## config.mk

```make
export PLATFORM = sky130hd
export DESIGN_NAME = flow_count_guard
export DESIGN_NICKNAME = d
export VERILOG_FILES = /design/src/rtl/fcg_pkg.sv /design/src/rtl/fcg_table.sv /design/src/rtl/fcg_verdict.sv /design/src/rtl/fcg_prober.sv /design/src/rtl/flow_count_guard.sv
export SDC_FILE = /design/constraint.sdc
export NUM_CORES = 1
export LEC_CHECK = 0
export BUFFER_PORTS_ARGS = -buffer_cell sky130_fd_sc_hd__buf_2
export CAP_MARGIN = 20
export CORE_UTILIZATION = 33
export CTS_CLUSTER_DIAMETER = 60
export DETAILED_ROUTE_END_ITERATION = 12
export GPL_TIMING_DRIVEN = 0
export PLACE_DENSITY = 0.61
export SYNTH_ARGS = -nofsm -noshare
export SYNTH_HDL_FRONTEND = slang
export SYNTH_SLANG_ARGS = --single-unit
```

## constraint.sdc

```tcl
create_clock -name clk_i -period 6.1 [get_ports clk_i]
set_clock_uncertainty 0.2 [all_clocks]
set_input_delay 0.61 -clock clk_i [delete_from_list [all_inputs] [get_ports clk_i]]
set_output_delay 0.61 -clock clk_i [all_outputs]
set_load 0.03 [all_outputs]
```

## src/rtl/fcg_pkg.sv

```systemverilog
package fcg_pkg;
  typedef enum logic [1:0] {
    ST_LOAD  = 2'd0,
    ST_ENTRY = 2'd1,
    ST_RUN   = 2'd2,
    ST_ABORT = 2'd3
  } phase_e;
endpackage

```

## src/rtl/fcg_table.sv

```systemverilog
module fcg_table #(
  parameter int ID_W  = 4,
  parameter int CNT_W = 12
) (
  input  logic             clk_i,
  input  logic             rst_ni,
  input  logic             we_i,
  input  logic [ID_W-1:0]  wr_id_i,
  input  logic [ID_W-1:0]  wr_succ0_i,
  input  logic             wr_v0_i,
  input  logic [CNT_W-1:0] wr_cnt0_i,
  input  logic [ID_W-1:0]  wr_succ1_i,
  input  logic             wr_v1_i,
  input  logic [CNT_W-1:0] wr_cnt1_i,
  input  logic [ID_W-1:0]  rd_id_i,
  output logic [ID_W-1:0]  succ0_o,
  output logic             v0_o,
  output logic [CNT_W-1:0] cnt0_o,
  output logic [ID_W-1:0]  succ1_o,
  output logic             v1_o,
  output logic [CNT_W-1:0] cnt1_o
);
  localparam int N = 1 << ID_W;

  logic [ID_W-1:0]  succ0_q [N];
  logic [ID_W-1:0]  succ1_q [N];
  logic [CNT_W-1:0] cnt0_q  [N];
  logic [CNT_W-1:0] cnt1_q  [N];
  logic [N-1:0]     v0_q, v1_q;

  always_ff @(posedge clk_i or negedge rst_ni) begin
    if (!rst_ni) begin
      v0_q <= '0;
      v1_q <= '0;
      for (int i = 0; i < N; i++) begin
        succ0_q[i] <= '0;
        succ1_q[i] <= '0;
        cnt0_q[i]  <= '0;
        cnt1_q[i]  <= '0;
      end
    end else if (we_i) begin
      for (int i = 0; i < N; i++) begin
        if (wr_id_i == ID_W'(i)) begin
          succ0_q[i] <= wr_succ0_i;
          succ1_q[i] <= wr_succ1_i;
          cnt0_q[i]  <= wr_cnt0_i;
          cnt1_q[i]  <= wr_cnt1_i;
          v0_q[i]    <= wr_v0_i;
          v1_q[i]    <= wr_v1_i;
        end
      end
    end
  end

  assign succ0_o = succ0_q[rd_id_i];
  assign succ1_o = succ1_q[rd_id_i];
  assign cnt0_o  = cnt0_q[rd_id_i];
  assign cnt1_o  = cnt1_q[rd_id_i];
  assign v0_o    = v0_q[rd_id_i];
  assign v1_o    = v1_q[rd_id_i];
endmodule

```

## src/rtl/fcg_verdict.sv

```systemverilog
module fcg_verdict #(
  parameter int ID_W  = 4,
  parameter int CNT_W = 12,
  parameter int IC_W  = 32
) (
  input  logic [ID_W-1:0]  succ0_i,
  input  logic             v0_i,
  input  logic [CNT_W-1:0] cnt0_i,
  input  logic [ID_W-1:0]  succ1_i,
  input  logic             v1_i,
  input  logic [CNT_W-1:0] cnt1_i,
  input  logic [IC_W-1:0]  base_ic_i,
  input  logic [ID_W-1:0]  rep_id_i,
  input  logic [IC_W-1:0]  rep_ic_i,
  input  logic [IC_W-1:0]  probe_ic_i,
  output logic             step_ok_o,
  output logic             silent_o
);
  logic [IC_W-1:0] rep_diff, prb_diff, lim0, lim1, limit;
  logic            hit0, hit1;

  // modulo subtraction handles counter wrap
  assign rep_diff = rep_ic_i - base_ic_i;
  assign prb_diff = probe_ic_i - base_ic_i;

  assign hit0 = v0_i && (succ0_i == rep_id_i) && (rep_diff == IC_W'(cnt0_i));
  assign hit1 = v1_i && (succ1_i == rep_id_i) && (rep_diff == IC_W'(cnt1_i));
  assign step_ok_o = hit0 | hit1;

  assign lim0  = v0_i ? IC_W'(cnt0_i) : '0;
  assign lim1  = v1_i ? IC_W'(cnt1_i) : '0;
  assign limit = (lim0 > lim1) ? lim0 : lim1;

  // terminal checkpoint (no valid slot) is exempt
  assign silent_o = (v0_i | v1_i) && (prb_diff > limit);
endmodule

```

## src/rtl/fcg_prober.sv

```systemverilog
module fcg_prober #(
  parameter int INTERVAL = 16
) (
  input  logic clk_i,
  input  logic rst_ni,
  input  logic en_i,
  output logic req_o
);
  localparam int PW = (INTERVAL > 2) ? $clog2(INTERVAL) : 1;
  localparam logic [PW-1:0] LAST = PW'(INTERVAL - 1);

  logic [PW-1:0] cnt_q;

  always_ff @(posedge clk_i or negedge rst_ni) begin
    if (!rst_ni)               cnt_q <= '0;
    else if (!en_i)            cnt_q <= '0;
    else if (cnt_q == LAST)    cnt_q <= '0;
    else                       cnt_q <= cnt_q + 1'b1;
  end

  assign req_o = en_i && (cnt_q == LAST);
endmodule

```

## src/rtl/flow_count_guard.sv

```systemverilog
module flow_count_guard
  import fcg_pkg::*;
#(
  parameter int ID_W           = 4,
  parameter int CNT_W          = 12,
  parameter int IC_W           = 32,
  parameter int PROBE_INTERVAL = 16
) (
  input  logic             clk_i,
  input  logic             rst_ni,
  input  logic [ID_W-1:0]  entry_id_i,
  input  logic             load_we_i,
  input  logic [ID_W-1:0]  load_id_i,
  input  logic [ID_W-1:0]  load_succ0_i,
  input  logic             load_succ0_vld_i,
  input  logic [CNT_W-1:0] load_cnt0_i,
  input  logic [ID_W-1:0]  load_succ1_i,
  input  logic             load_succ1_vld_i,
  input  logic [CNT_W-1:0] load_cnt1_i,
  input  logic             load_done_i,
  input  logic             rep_vld_i,
  input  logic [ID_W-1:0]  rep_id_i,
  input  logic [IC_W-1:0]  rep_ic_i,
  output logic             probe_req_o,
  input  logic             probe_vld_i,
  input  logic [IC_W-1:0]  probe_ic_i,
  output logic             abort_o
);
  phase_e          phase_q;
  logic [ID_W-1:0] cur_q;
  logic [IC_W-1:0] base_q;

  logic [ID_W-1:0]  t_succ0, t_succ1;
  logic [CNT_W-1:0] t_cnt0, t_cnt1;
  logic             t_v0, t_v1, step_ok, silent;

  fcg_table #(.ID_W(ID_W), .CNT_W(CNT_W)) u_table (
    .clk_i      (clk_i),
    .rst_ni     (rst_ni),
    .we_i       (load_we_i && (phase_q == ST_LOAD)),
    .wr_id_i    (load_id_i),
    .wr_succ0_i (load_succ0_i),
    .wr_v0_i    (load_succ0_vld_i),
    .wr_cnt0_i  (load_cnt0_i),
    .wr_succ1_i (load_succ1_i),
    .wr_v1_i    (load_succ1_vld_i),
    .wr_cnt1_i  (load_cnt1_i),
    .rd_id_i    (cur_q),
    .succ0_o    (t_succ0),
    .v0_o       (t_v0),
    .cnt0_o     (t_cnt0),
    .succ1_o    (t_succ1),
    .v1_o       (t_v1),
    .cnt1_o     (t_cnt1)
  );

  fcg_verdict #(.ID_W(ID_W), .CNT_W(CNT_W), .IC_W(IC_W)) u_verdict (
    .succ0_i    (t_succ0),
    .v0_i       (t_v0),
    .cnt0_i     (t_cnt0),
    .succ1_i    (t_succ1),
    .v1_i       (t_v1),
    .cnt1_i     (t_cnt1),
    .base_ic_i  (base_q),
    .rep_id_i   (rep_id_i),
    .rep_ic_i   (rep_ic_i),
    .probe_ic_i (probe_ic_i),
    .step_ok_o  (step_ok),
    .silent_o   (silent)
  );

  fcg_prober #(.INTERVAL(PROBE_INTERVAL)) u_prober (
    .clk_i  (clk_i),
    .rst_ni (rst_ni),
    .en_i   (phase_q == ST_RUN),
    .req_o  (probe_req_o)
  );

  always_ff @(posedge clk_i or negedge rst_ni) begin
    if (!rst_ni) begin
      phase_q <= ST_LOAD;
      cur_q   <= '0;
      base_q  <= '0;
    end else begin
      unique case (phase_q)
        ST_LOAD:  if (load_done_i) phase_q <= ST_ENTRY;
        ST_ENTRY: if (rep_vld_i) begin
          if (rep_id_i == entry_id_i) begin
            cur_q   <= rep_id_i;
            base_q  <= rep_ic_i;
            phase_q <= ST_RUN;
          end else begin
            phase_q <= ST_ABORT;
          end
        end
        ST_RUN: begin
          if (rep_vld_i) begin
            if (step_ok) begin
              cur_q  <= rep_id_i;
              base_q <= rep_ic_i;
            end else begin
              phase_q <= ST_ABORT;
            end
          end else if (probe_vld_i && silent) begin
            phase_q <= ST_ABORT;
          end
        end
        default: phase_q <= ST_ABORT;
      endcase
    end
  end

  assign abort_o = (phase_q == ST_ABORT);
endmodule

```

==> After elaboration in Yosys (flattened, before gate mapping) <==
Index checks and enable logic that the tools add are counted.
{ "word_totals": {"reg_bits": 586} }
{ "classes": {"n_lt_le_gt_ge": 4, "muxes": 38, "eq_ne": 31, "n_addsub": 3, "n_bitwise": 3, "reduce_logical": 29} }
{ "ops": {"columns": ["operator", "n"], "rows": [
  ["$mux W32", 5],
  ["$bmux W12 S4", 2],
  ["$mux W12", 6],
  ["$eq A32 B12 Y1", 2],
  ["$gt A32 B32 Y1", 2],
  ["$pmux W32 S2", 1],
  ["$sub A32 B32 Y32", 2],
  ["$mux W4", 10],
  ["$eq A4 B4 Y1 const B", 9],
  ["$bmux W4 S4", 2],
  ["$reduce_and A2 Y1", 16],
  ["$eq A4 B3 Y1 const B", 4],
  ["$eq A4 B4 Y1", 3],
  ["$mux W2", 5],
  ["$ne A2 B2 Y1 const B", 5],
  ["$bmux W1 S4", 2],
  ["$eq A4 B2 Y1 const B", 2],
  ["$logic_and A1 B1 Y1", 8],
  ["$pmux W4 S2", 1],
  ["$ne A3 B3 Y1 const B", 2],
  ["$pmux W2 S3", 1],
  ["$ge A5 B5 Y1 const B", 1],
  ["$lt A4 B5 Y1 const B", 1],
  ["$not A4 Y5", 1],
  ["11 further kinds", 15]
]} }

==> Logic depth before layout (Yosys ltp) <==
{ "depth": {"ltp_word": 13, "ltp_mapped": 34} }

==> By module <==
Synthesis repeated with hierarchy kept, for this count alone.
{ "unflattened": {"hier_cells": 2336, "area_unflattened_um2": 31380.1} }
{ "modules_own_cells": {"columns": ["mod", "seq_area_each_um2", "instances", "cells_per_inst", "area_each_um2"], "rows": [
  ["fcg_table", 13613.1, 1, 1486, 24691.2],
  ["fcg_verdict", 0.0, 1, 741, 4986.0],
  ["flow_count_guard", 950.9, 1, 94, 1529.0],
  ["fcg_prober", 100.1, 1, 15, 173.9]
]} }

==> Worst setup path before layout <==
No wires, ideal clock.
{ "synth_path": {"path_type": "register to register", "from": "register cur_q[0]", "to": "register phase_q[0]", "arrival_ps": 5981, "synth_period_minus_slack_ps": 6317, "path_stages_with_launch": 33, "path_slack_ps": -217, "cell_sequence": "dfrtp_1 buf_6 buf_12 buf_12 mux4_1 mux4_2 clkbuf_1 clkbuf_1 nand2_1 ha_1 nand3_1 o22ai_1 o21a_1 o21a_1 o21ai_0 nand2b_1 a21oi_1 o21ai_0 o41ai_1 clkbuf_1 mux2_2 ha_1 nor2b_1 o211ai_1 a21oi_1 o21ba_2 o32ai_1 o2111ai_1 nor2_1 nand4_1 nor4_1 o2111ai_1 nor3b_1"} }
{ "synth_via": {"elab_chain_cells": 12, "word_cells_on_any_way": 37, "cone_classes": "order compare: 2; eq/ne: 6; mux: 19; bitwise: 3; reduce/logical: 7"} }
{ "synth_lines": {"columns": ["item", "line", "source"], "rows": [
  ["from (decl)", "flow_count_guard.sv:30", "logic [ID_W-1:0] cur_q;"],
  ["from (signal assigned)", "flow_count_guard.sv:89", "cur_q <= rep_id_i;"],
  ["from (signal assigned)", "flow_count_guard.sv:99", "cur_q <= rep_id_i;"],
  ["$not A4 Y5 (implied by the code)", null, null],
  ["$bmux W12 S4 (on tied branches)", "fcg_table.sv:57, fcg_table.sv:58", null],
  ["$mux W12 (on tied branches) (2 in a row)", "fcg_table.sv:57, fcg_table.sv:58", null],
  ["$mux W12 (on tied branches)", "fcg_verdict.sv:30, fcg_verdict.sv:31", null],
  ["$gt A32 B32 Y1", "fcg_verdict.sv:32", "assign limit = (lim0 > lim1) ? lim0 : lim1;"],
  ["$mux W32", "fcg_verdict.sv:32", null],
  ["$gt A32 B32 Y1", "fcg_verdict.sv:35", "assign silent_o = (v0_i | v1_i) && (prb_diff > limit);"],
  ["$logic_and A1 B1 Y1", "fcg_verdict.sv:35", null],
  ["$logic_and A1 B1 Y1", "flow_count_guard.sv:104", "end else if (probe_vld_i && silent) begin"],
  ["$ne A3 B3 Y1 (no line)", null, null],
  ["$reduce_and A4 Y1 (no line) *", null, null],
  ["to (signal assigned)", "flow_count_guard.sv:102", "phase_q <= ST_ABORT;"],
  ["to (signal assigned)", "flow_count_guard.sv:105", "phase_q <= ST_ABORT;"],
  ["to (signal assigned)", "flow_count_guard.sv:108", "default: phase_q <= ST_ABORT;"],
  ["to (decl)", "flow_count_guard.sv:29", "phase_e phase_q;"]
]} }
Every way passes the cells marked *; elsewhere a longest branch is shown, timed or not. The select of a mux whose other input is x is not followed.
A chain may end at the register's enable or synchronous reset.

==> Final worst setup path <==
{ "layout_path": {"from": "register cur_q[2]", "to": "register phase_q[0]"} }
The elaborated chain is that of the path after synthesis.

==> impl_metrics.env <==
export IMPL_pins_over_slew_limit=0
export IMPL_pin_count_of_the_biggest_net_entering_global_routing=107
export IMPL_drt_antenna_violating_nets=0
export IMPL_grt_first_pass_wirelength_um=142500
export IMPL_worst_r2r_cell_count=34
export IMPL_die_width_um=311.9
export IMPL_clock_sink_count=586
export IMPL_critical_path_max_fanout=10
export IMPL_synth_edff_count=0
export IMPL_violations="negative setup slack"
export IMPL_layout_common_cells="dfrtp_1, mux2_2, clkbuf_1"
export IMPL_layout_area_overhead_pct=17.41
export IMPL_status="complete, but fails checks"
export IMPL_cp_required_ns=6.41
export IMPL_report_final_hold_viol_count=0
export IMPL_path_common_cell="buf_6"
export IMPL_timing_final_ws_setup_ns=-0.4828
export IMPL_clk_root_buffer_cell="clkbuf_16"
export IMPL_power_density_nw_per_um2=239.5
export IMPL_critPathSlowestCell="nor3_2"
export IMPL_rsz0062_at_grt="yes"
export IMPL_final_seq_area_um2=14670
export IMPL_asyncSetResetFlopFracSynth=1.000
export IMPL_start_util=0.3337
export IMPL_multi_input_logic_area_um2=16240
export IMPL_path_class="reg -> reg"
export IMPL_finish_cell_count_without_fillers=3902
export IMPL_clk_pin_slew_ns=0.06
export IMPL_fin_crit_sh=1.079
export IMPL_yosys_cell_types_count=80
export IMPL_synth_largest_area_cell="dfrtp_1"
export IMPL_totalNegativeSetupSlack_ns=-0.4828
export IMPL_final_common_cell="dfrtp_1"
export IMPL_cts_max_path_buffers=3
export IMPL_drt_first_iter_violations=1715
export IMPL_r2r_setup_slack_ns=-0.48
export IMPL_fp_row_count=113
export IMPL_critical_path_max_stage_delay_ns=0.56
export IMPL_mappedNetlistNets=2565
export IMPL_die_ar_um2=97310
export IMPL_tritoncts="yes"
export IMPL_die_height_um=311.9
export IMPL_startpoint="cur_q[2]"
export IMPL_p_leak_nw=17.23
export IMPL_drt_wirelength_per_cell_um=24.58
export IMPL_ctsHtreeMaxLevel=2
export IMPL_place_ws_ns=-2.061
export IMPL_critical_path_reg2reg_endpoint="phase_q[0]"
export IMPL_irDropWorstVdd_uv=221.0
export IMPL_post_synth_inst_count=2360
export IMPL_layout_filler_cells=9000
export IMPL_postRouteWirelength_um=95920
export IMPL_netlist_area_um2=31700
export IMPL_final_min_clock_period_ns=6.583
export IMPL_design_portCount=118
export IMPL_io_buffer_count=113
export IMPL_via_count=21180
export IMPL_setup_violations_final=1
export IMPL_grtUsageTotal=0.1966
export IMPL_clock_latency_ns=0.68
export IMPL_detailedRoute_firstPassIterationCount=6
export IMPL_antenna_found_initial=15
export IMPL_maxSlewHeadroom=0.1649
export IMPL_yosysWarningCount=0
export IMPL_worst_hold_check_path_type="in -> reg"
export IMPL_synth_top_cell_area_share=0.4626
export IMPL_grt_overflow_total=0
export IMPL_place_detailed_instances=3752
export IMPL_crit_arrival_ns=6.89
export IMPL_syn_avg_cell_area_um2=13.43
export IMPL_antenna_cells=0
export IMPL_p_total_mw=8.915
export IMPL_gp_congestion=0.8964
export IMPL_critical_register_to_register_path_startpoint="cur_q[2]"
export IMPL_max_cap_viol_count=0
export IMPL_clock_fmax_mhz=151.9
export IMPL_cts_buffers=61
export IMPL_yosys_register_bits=586
export IMPL_final_layout_size_suffix_gt1_frac=0.4069
export IMPL_number_of_global_route_vias_before_repair=21350
export IMPL_synth_top_cells_by_area="dfrtp_1, mux2_2, mux4_2, ha_1, mux4_1"
export IMPL_tightestPinTransition_ns=1.253
export IMPL_drc_errors=0
export IMPL_placeableCoreArea_um2=95010
export IMPL_synth_top_flop_cell="dfrtp_1"
export IMPL_synth_sequential_area_ratio=0.4626
export IMPL_routed_via_density=5.428
export IMPL_critPathLaunchType="flip-flop"
export IMPL_detailedPlacementHpwl_um=66010
export IMPL_timing_critical_path_to_type="flip-flop"
export IMPL_finish_net_count=2793
export IMPL_critical_path_endpoint="phase_q[0]"
registers in the layout (all words and copies together) (netlist names):
register	count
u_table.cnt0_q	192
u_table.cnt1_q	192
u_table.succ0_q	64
u_table.succ1_q	64
base_q	32
u_table.v0_q	16
u_table.v1_q	16
cur_q	4
u_prober.cnt_q	4
phase_q	2
what timing repair did:
item	in CTS	in global routing
pin swaps	29	10
endpoints found under the setup margin	37	1
buffers inserted	30	0
gates resized for setup	108	19
hold buffers	6	0
hold endpoints to repair	48	0
synthesized netlist by cell type (15+ instances only):
cell / n
dfrtp_1: 586
mux2_2: 558
clkbuf_1: 120
mux4_2: 115
ha_1: 87
a21oi_1: 82
nand2_1: 81
nor2_1: 65
inv_1: 54
o21ai_0: 48
xnor2_1: 44
mux4_1: 32
nand3_1: 32
mux2_4: 29
mux2i_1: 29
nor3_1: 27
a21o_1: 25
nand2b_1: 24
nor2b_1: 23
a31oi_1: 17
xor2_1: 17
and2_1: 16
buf_6: 16
buf_2: 15
o211ai_1: 15
power breakdown:
group | internal [mW] | leakage [nW] | switching [mW] | total, mW
clock network | 2.31 | 1.04 | 1.69 | 4.00
logic | 0.382 | 8.05 | 0.579 | 0.961
registers | 3.93 | 8.14 | 0.0253 | 3.96
layer usage:
metal	global-route usage	routed length (um)
met5	0	110
met4	0.05147	2511
met3	0.04353	6496
met2	0.3078	43780
met1	0.2750	43020
kinds of logic after synthesis:
logic type                 share of synthesized area
muxes                                         0.3298
DFF                                           0.4626
and+or+nand+nor                              0.05332
AOI/OAI and AO/OA                            0.06248
buffers and inverters                        0.03505
adders and majority gates                    0.03560
xor gates and xnor gates                     0.02123
per-stage QoR:
| step | hold slack, ns | util | instance area (um2) |
|---|---|---|---|
| after global routing | 0.01708 | 0.3918 | 37220 |
| after CTS | 0.001442 | 0.3906 | 37110 |
| after floorplan | 0.1144 | - | 31750 |
| after detailed placement | 0.2839 | 0.3598 | 34180 |
| final | 0.01964 | 0.3918 | 37220 |
| after global placement | 0.2795 | 0.3568 | 33900 |
critical path, delay by kind of cell, from the launching register on:
kind	cells	cell delay, ns
and+or+nand+nor	10	1.97
buffers and inverters	8	1.28
DFF	1	0.39
adders and majority gates	2	0.51
AOI/OAI and AO/OA	14	2.07
worst min path at each step:
stage                              from  cells past startpoint                  end
floorplan                        rst_ni                      0            base_q[0]
global placement    u_table.cnt1_q[173]                      1  u_table.cnt1_q[173]
detailed placement   u_table.cnt1_q[83]                      1   u_table.cnt1_q[83]
CTS                        rep_ic_i[30]                      2           base_q[30]
global route               rep_ic_i[22]                      2           base_q[22]
finish                     rep_ic_i[30]                      2           base_q[30]
layout make-up:
type | instances | area share
Clock buffer | 82 | 0.04555
Inverter | 54 | 0.005446
Multi-Input combinational cell | 1551 | 0.4364
Buffer | 169 | 0.03160
Timing Repair Buffer | 165 | 0.03237
Clock inverter | 30 | 0.01200
Sequential cell | 586 | 0.3941
Tap cell | 1265 | 0.04252
No activity file was read; power rests on OpenSTA's default activity.
